**src/rtl/chain_timer_pkg.sv**
```systemverilog
package chain_timer_pkg;

  // Word offsets of the register port
  localparam int REG_CFG      = 0;
  localparam int REG_MODE_LO  = 1;
  localparam int REG_MODE_HI  = 2;
  localparam int REG_CTRL     = 3;
  localparam int REG_LOAD     = 4;
  localparam int REG_LOAD_HI  = 5;
  localparam int REG_COUNT    = 6;
  localparam int REG_COUNT_HI = 7;
  localparam int REG_RAW      = 8;
  localparam int REG_MASK     = 9;
  localparam int REG_MASKED   = 10;
  localparam int REG_CLEAR    = 11;

  localparam logic [1:0] MODE_PERIODIC = 2'd2;

  // Strobes from control to datapath
  typedef struct packed {
    logic wrLo;        // write lower interval half
    logic wrHi;        // write upper interval half
    logic hiFromUpper; // upper half takes data from the upper word bits
    logic cntLoad;     // counter takes the (next) interval value
    logic cntDec;      // counter decrements by one
  } dp_strobe_t;

endpackage

```
**src/rtl/chain_timer_dp.sv**
```systemverilog
module chain_timer_dp
  import chain_timer_pkg::*;
#(
  parameter int HALF_W = 16,
  localparam int NUM_HALVES = 2,
  localparam int DATA_W = NUM_HALVES * HALF_W
) (
  input  logic              clk,
  input  logic              rstN,
  input  dp_strobe_t        strobe,
  input  logic [DATA_W-1:0] wrData,
  output logic [DATA_W-1:0] loadVal,
  output logic [DATA_W-1:0] countVal,
  output logic              cntZero
);

  logic [NUM_HALVES-1:0] borrow;
  logic [NUM_HALVES-1:0] halfZero;

  assign borrow[0] = 1'b1;

  for (genvar h = 0; h < NUM_HALVES; h++) begin : g_half
    logic [HALF_W-1:0] loadQ;
    logic [HALF_W-1:0] cntQ;
    logic [HALF_W-1:0] wrSlice;
    logic [HALF_W-1:0] loadNext;
    logic              wrHalf;

    if (h == 0) begin : g_lo
      assign wrSlice = wrData[HALF_W-1:0];
      assign wrHalf  = strobe.wrLo;
    end else begin : g_hi
      assign wrSlice = strobe.hiFromUpper ? wrData[h*HALF_W +: HALF_W]
                                          : wrData[HALF_W-1:0];
      assign wrHalf  = strobe.wrHi;
    end

    // The new interval is forwarded so a write and a load can share an edge
    assign loadNext = wrHalf ? wrSlice : loadQ;

    always_ff @(posedge clk or negedge rstN) begin
      if (!rstN) begin
        loadQ <= '1;
        cntQ  <= '1;
      end else begin
        loadQ <= loadNext;
        if (strobe.cntLoad) begin
          cntQ <= loadNext;
        end else if (strobe.cntDec && borrow[h]) begin
          cntQ <= cntQ - HALF_W'(1);
        end
      end
    end

    assign halfZero[h] = (cntQ == '0);

    if (h < NUM_HALVES - 1) begin : g_borrow
      assign borrow[h+1] = borrow[h] && halfZero[h];
    end

    assign loadVal[h*HALF_W +: HALF_W]  = loadQ;
    assign countVal[h*HALF_W +: HALF_W] = cntQ;
  end

  assign cntZero = &halfZero;

endmodule

```
**src/rtl/chain_timer_ctrl.sv**
```systemverilog
module chain_timer_ctrl
  import chain_timer_pkg::*;
#(
  parameter int HALF_W = 16,
  parameter int ADDR_W = 4,
  localparam int DATA_W = 2 * HALF_W
) (
  input  logic              clk,
  input  logic              rstN,
  input  logic              wrEn,
  input  logic [ADDR_W-1:0] addr,
  input  logic [2:0]        wrLow,
  input  logic              cntZero,
  input  logic [DATA_W-1:0] loadVal,
  input  logic [DATA_W-1:0] countVal,
  output dp_strobe_t        strobe,
  output logic [DATA_W-1:0] rdData,
  output logic              trigOut,
  output logic              irq,
  output logic              runBit,
  output logic              stallBit,
  output logic [2:0]        cfgSel,
  output logic              periodicMode,
  output logic              rawBit,
  output logic              maskBit,
  output logic              timeoutEvt,
  output logic              loadWrite,
  output logic              ctrlWrite
);

  logic [2:0] cfgQ;
  logic [1:0] modeLoQ;
  logic [1:0] modeHiQ;
  logic       runQ;
  logic       stallQ;
  logic       trigEnQ;
  logic       rawQ;
  logic       maskQ;

  logic wrLoadFull;
  logic wrLoadUpper;
  logic clearHit;
  logic counting;
  logic enableRise;

  assign ctrlWrite   = wrEn && (int'(addr) == REG_CTRL);
  assign wrLoadFull  = wrEn && (int'(addr) == REG_LOAD);
  assign wrLoadUpper = wrEn && (int'(addr) == REG_LOAD_HI);
  assign loadWrite   = wrLoadFull || wrLoadUpper;
  assign clearHit    = wrEn && (int'(addr) == REG_CLEAR) && wrLow[0];

  assign counting     = runQ && !stallQ && (cfgQ == 3'd0);
  assign timeoutEvt   = counting && cntZero;
  assign enableRise   = ctrlWrite && wrLow[0] && !runQ;
  assign periodicMode = (modeLoQ == MODE_PERIODIC);

  always_comb begin
    strobe             = '0;
    strobe.wrLo        = wrLoadFull;
    strobe.wrHi        = loadWrite;
    strobe.hiFromUpper = wrLoadFull;
    strobe.cntLoad     = enableRise || (runQ && loadWrite) || timeoutEvt;
    strobe.cntDec      = counting && !cntZero && !strobe.cntLoad;
  end

  always_ff @(posedge clk or negedge rstN) begin
    if (!rstN) begin
      cfgQ    <= '0;
      modeLoQ <= '0;
      modeHiQ <= '0;
      runQ    <= 1'b0;
      stallQ  <= 1'b0;
      trigEnQ <= 1'b0;
      rawQ    <= 1'b0;
      maskQ   <= 1'b0;
    end else begin
      if (wrEn && (int'(addr) == REG_CFG))     cfgQ    <= wrLow;
      if (wrEn && (int'(addr) == REG_MODE_LO)) modeLoQ <= wrLow[1:0];
      if (wrEn && (int'(addr) == REG_MODE_HI)) modeHiQ <= wrLow[1:0];
      if (wrEn && (int'(addr) == REG_MASK))    maskQ   <= wrLow[0];

      if (ctrlWrite) begin
        runQ    <= wrLow[0];
        stallQ  <= wrLow[1];
        trigEnQ <= wrLow[2];
      end else if (timeoutEvt && !periodicMode) begin
        runQ <= 1'b0;
      end

      rawQ <= (clearHit ? 1'b0 : rawQ) | timeoutEvt;
    end
  end

  always_comb begin
    rdData = '0;
    case (int'(addr))
      REG_CFG:      rdData[2:0] = cfgQ;
      REG_MODE_LO:  rdData[1:0] = modeLoQ;
      REG_MODE_HI:  rdData[1:0] = modeHiQ;
      REG_CTRL:     rdData[2:0] = {trigEnQ, stallQ, runQ};
      REG_LOAD:     rdData      = loadVal;
      REG_LOAD_HI:  rdData[HALF_W-1:0] = loadVal[DATA_W-1:HALF_W];
      REG_COUNT:    rdData      = countVal;
      REG_COUNT_HI: rdData[HALF_W-1:0] = countVal[DATA_W-1:HALF_W];
      REG_RAW:      rdData[0]   = rawQ;
      REG_MASK:     rdData[0]   = maskQ;
      REG_MASKED:   rdData[0]   = rawQ && maskQ;
      default:      rdData      = '0;
    endcase
  end

  assign trigOut  = timeoutEvt && trigEnQ;
  assign irq      = rawQ && maskQ;
  assign runBit   = runQ;
  assign stallBit = stallQ;
  assign cfgSel   = cfgQ;
  assign rawBit   = rawQ;
  assign maskBit  = maskQ;

endmodule

```
**src/rtl/chain_timer.sv**
```systemverilog
module chain_timer
  import chain_timer_pkg::*;
#(
  parameter int HALF_W = 16,
  parameter int ADDR_W = 4,
  localparam int DATA_W = 2 * HALF_W
) (
  input  logic              clk,
  input  logic              rstN,
  input  logic              wrEn,
  input  logic [ADDR_W-1:0] addr,
  input  logic [DATA_W-1:0] wrData,
  output logic [DATA_W-1:0] rdData,
  output logic              irq,
  output logic              trigOut
);

  dp_strobe_t        strobe;
  logic [DATA_W-1:0] loadVal;
  logic [DATA_W-1:0] countVal;
  logic              cntZero;
  logic              runBit;
  logic              stallBit;
  logic [2:0]        cfgSel;
  logic              periodicMode;
  logic              rawBit;
  logic              maskBit;
  logic              timeoutEvt;
  logic              loadWrite;
  logic              ctrlWrite;

  chain_timer_ctrl #(.HALF_W(HALF_W), .ADDR_W(ADDR_W)) ctrl_i (
    .clk          (clk),
    .rstN         (rstN),
    .wrEn         (wrEn),
    .addr         (addr),
    .wrLow        (wrData[2:0]),
    .cntZero      (cntZero),
    .loadVal      (loadVal),
    .countVal     (countVal),
    .strobe       (strobe),
    .rdData       (rdData),
    .trigOut      (trigOut),
    .irq          (irq),
    .runBit       (runBit),
    .stallBit     (stallBit),
    .cfgSel       (cfgSel),
    .periodicMode (periodicMode),
    .rawBit       (rawBit),
    .maskBit      (maskBit),
    .timeoutEvt   (timeoutEvt),
    .loadWrite    (loadWrite),
    .ctrlWrite    (ctrlWrite)
  );

  chain_timer_dp #(.HALF_W(HALF_W)) dp_i (
    .clk      (clk),
    .rstN     (rstN),
    .strobe   (strobe),
    .wrData   (wrData),
    .loadVal  (loadVal),
    .countVal (countVal),
    .cntZero  (cntZero)
  );

endmodule

```
**config.mk**
```make
export PLATFORM = sky130hd
export DESIGN_NAME = chain_timer
export DESIGN_NICKNAME = d
export VERILOG_FILES = /design/src/rtl/chain_timer_pkg.sv /design/src/rtl/chain_timer_dp.sv /design/src/rtl/chain_timer_ctrl.sv /design/src/rtl/chain_timer.sv
export SDC_FILE = /design/constraint.sdc
export NUM_CORES = 1
export LEC_CHECK = 0
export ABC_AREA = 1
export BUFFER_PORTS_ARGS = -buffer_cell sky130_fd_sc_hd__buf_2
export CAP_MARGIN = 25
export CELL_PAD_IN_SITES_DETAIL_PLACEMENT = 1
export CELL_PAD_IN_SITES_GLOBAL_PLACEMENT = 1
export CORE_MARGIN = 2
export CORE_UTILIZATION = 35
export DETAILED_ROUTE_END_ITERATION = 6
export PLACE_DENSITY = 0.72
export SLEW_MARGIN = 0
export SYNTH_ARGS = -nofsm -noshare
export SYNTH_HDL_FRONTEND = slang
export SYNTH_SLANG_ARGS = --single-unit
```
**constraint.sdc**
```tcl
create_clock -name clk -period 1.9 [get_ports clk]
set_clock_uncertainty 0.1 [all_clocks]
set_input_delay 0.38 -clock clk [delete_from_list [all_inputs] [get_ports clk]]
set_output_delay 0.38 -clock clk [all_outputs]
set_load 0.01 [all_outputs]
```
==> metrics.txt <==
max-slew violations=0; die width=130.8 µm; Net Sw Power=4088 µW; Pint=5432 µW; minimum clock period=2.189 ns; Routed Wire Length=26190 µm; CP peak stage delay=0.37 ns; Port Buffers=72; Min-Delay Path Class=input pin to asynchronous set/reset pin; global route total overflow=0; Placed Area=0.006698 mm²; area leader, netlist=dfstp_2; vias per inst=5.410; register bit total from synthesis=76; CTS H-tree depth=3; ANT cells=0; vias in the first global route=6279; top area cells in the synthesized netlist=dfstp_2, nand2_1, inv_1; sequential share of power=31.1%; io pins=73; slew of the pin with the lowest slew margin=0.4356 ns; Post-Syn Nets=863; CP Max Fanout=2; DP Worst Slack=-0.1391 ns; # DRC=0; kind of critical path=register to output port; crit path from=dp_i.g_half[0].cntQ[0]; crit share post-route=115.2%; Worst R2R End=dp_i.g_half[0].cntQ[7]; CP startpoint kind=register; Fin Setup TNS=-4.215 ns; Area growth syn-to-layout=47.81%; setup ws final=-0.2886 ns; Clock Latency Late Sink=0.35 ns; Crit path max-delay family=simple AND/OR/NAND/NOR gates; Worst Path Buf+Inv=4; R2R setup slack=-0.07 ns; r2r startpoint=dp_i.g_half[0].cntQ[0]; Core Area=0.01577 mm²; CTS Root Cell=clkbuf_16; DPL Wire Length=15430 µm; starting density of the core=35.68%; Crit-path slowest cell=dfstp_2; WL per Instance=21.83 µm; RSZ-0062 raised after global routing=yes; Detailed Routing Iterations Pass 1=5; failing checks=setup timing; post-synth top area share=29.89%; Site Rows=46; Gate Count Post-Synth=821; post-route cell area=0.008317 mm²; Cell Pwr Density=1145 mW/mm²; total power=9519 µW; maximum VDD drop=0.5591 mV; Cell variety after synth=38; Comb pwr share=49.7%; Worst slew margin=70.96%; Num CTS Buffers=9; mean post-synth cell area=6.853 µm²; Routed Antenna Nets=0; routed vias=6492; clock transition at the registers of the reported paths=0.06 ns; TritonCTS clock tree=built; height of the die=130.8 µm; main flop type after synthesis=dfstp_2; largest net degree at the start of global routing=33; Crit. path cell count=11; top post-synthesis cells by count=nand2_1, inv_1, dfstp_2, nand3_1, nor2_1; CP Capture Type=output port; Net Sw Frac=42.94%; Worst setup endpoint=trigOut; Clock power frac=19.2%; DRT iter0 DRCs=467; cts hold-fix bufs=0; first-pass GRT wire length=34570 µm; max-cap violations=0; final setup violation count=64; clk buf depth=2; ys async rst share=100.0%; final hold violation count=0; leakage=0.004174 µW; status=finished with violations; die area=0.01711 mm²; Synth warnings=0; routability cong.=0.9135; sequential element share of the synthesized area=35.22%; gr usage total=26.97%; Reg2Reg Depth=14; CP arrival=1.71 ns; Worst Path Required=1.42 ns; initial antenna violation count=0; count leader, synth=nand2_1; share of layout cells above drive strength 1=42.48%; Max Clock Freq=0.4569 GHz; clk sinks=76; CP dominant cell by count=inv_2; Cell Area, Synth=0.005627 mm²; number of synthesized flops with an enable pin=0; crit-path cells=inv_2 -> ha_4 -> inv_2 -> nor2_2 -> nand2_1 -> nor2_1 -> nand3_2 -> inv_2 -> nand2_4 -> nor2_4 -> buf_6; Nets=1021
[registers in the layout (all words and copies together) (netlist names)]
name               count
ctrl_i.cfgSel          3
ctrl_i.maskBit         1
ctrl_i.modeHiQ         2
ctrl_i.modeLoQ         2
ctrl_i.rawBit          1
ctrl_i.runBit          1
ctrl_i.stallBit        1
ctrl_i.trigEnQ         1
dp_i.g_half.cntQ      32
dp_i.g_half.loadQ     32
[through the flow]
| step | util [%] | hold slack, ns | std cells |
|---|---|---|---|
| floorplan | - | -0.01559 | 821 |
| global placement | 42.47 | 0.3735 | 1137 |
| detailed placement | 42.47 | 0.3800 | 1137 |
| CTS | 49.01 | 0.1844 | 1184 |
| global route | 52.74 | 0.2010 | 1200 |
| finish | 52.74 | 0.1739 | 1200 |
[timing repair]
item / 4_1_cts / 5_1_grt
pin swaps: 20 / 27
cloned: 5 / 4
setup endpoints to repair: 32 / 61
gates resized for setup: 102 / 73
setup buffers: 26 / 16
[power by group through the flow]
stage	logic [µW]	registers, µW	clock network (µW)
global placement	3390	2930	0
CTS	4190	2920	1820
floorplan	2330	2850	0
global route	5140	3030	1910
detailed placement	3490	2950	0
finish	4730	2960	1830
[cell type report]
cell class	count	area (µm²)
fill	1953	7453
multi-input combinational	559	3418
sequential	76	1982
timing repair buffer	180	1733
inverter	153	614.3
tap	216	270.3
clock buffer	14	264.0
clock inverter	2	35.03
[routing by layer]
metal	part of all wire, %	GRT usage, %
met1	42	35.04
met2	48	45.10
met3	5.4	3.705
met4	4.2	11.64
met5	0	0
[cells by family (layout without fill, tap and decap cells)]
family | Yosys count | in the layout | share of synthesized area (%)
buffers and inverters | 186 | 349 | 14.17
AND/OR/NAND/NOR | 442 | 442 | 36.96
XOR/XNOR | 10 | 10 | 1.557
adder cells (fa/ha/maj) | 3 | 3 | 0.6672
flip-flops | 76 | 76 | 35.22
AO/OA/AOI/OAI | 104 | 104 | 11.43
[worst min path at each step]
| stage | slack (ns) | depth (start not counted) | endpoint |
|---|---|---|---|
| global placement | 0.37 | 2 | dp_i.g_half[1].cntQ[3] |
| CTS | 0.18 | 1 | dp_i.g_half[1].loadQ[15] |
| floorplan | -0.02 | 0 | ctrl_i.cfgSel[0] |
| detailed placement | 0.38 | 2 | dp_i.g_half[1].cntQ[10] |
| global route | 0.20 | 1 | dp_i.g_half[1].cntQ[15] |
| finish | 0.17 | 1 | dp_i.g_half[1].cntQ[11] |
[cell usage in the layout, fill, tap and decap left out, types with 4 or more instances in the layout]
| cell type | netlist | routed |
|---|---|---|
| buf_2 | 10 | 57 |
| nand2_8 | 1 | 4 |
| buf_6 | 7 | 27 |
| inv_2 | 14 | 27 |
| o221ai_4 | 0 | 4 |
| nor2_1 | 51 | 45 |
| inv_1 | 136 | 113 |
| buf_12 | 0 | 19 |
| nand3_1 | 64 | 64 |
| buf_16 | 0 | 5 |
| dfstp_2 | 64 | 64 |
| o22ai_2 | 0 | 19 |
| o221ai_2 | 0 | 8 |
| nand2_1 | 264 | 256 |
| nand2_2 | 4 | 8 |
| nor2_4 | 6 | 10 |
| nand4_1 | 4 | 4 |
| o22ai_4 | 0 | 13 |
| buf_4 | 7 | 66 |
| o21ai_1 | 12 | 13 |
| nand3_2 | 32 | 32 |
| dfrtp_1 | 12 | 12 |
| nor2_2 | 10 | 12 |
| clkbuf_16 | 0 | 13 |
| xor2_1 | 8 | 8 |
| o21ai_0 | 37 | 36 |
| inv_4 | 3 | 10 |
(Power assumes the default switching activity.)
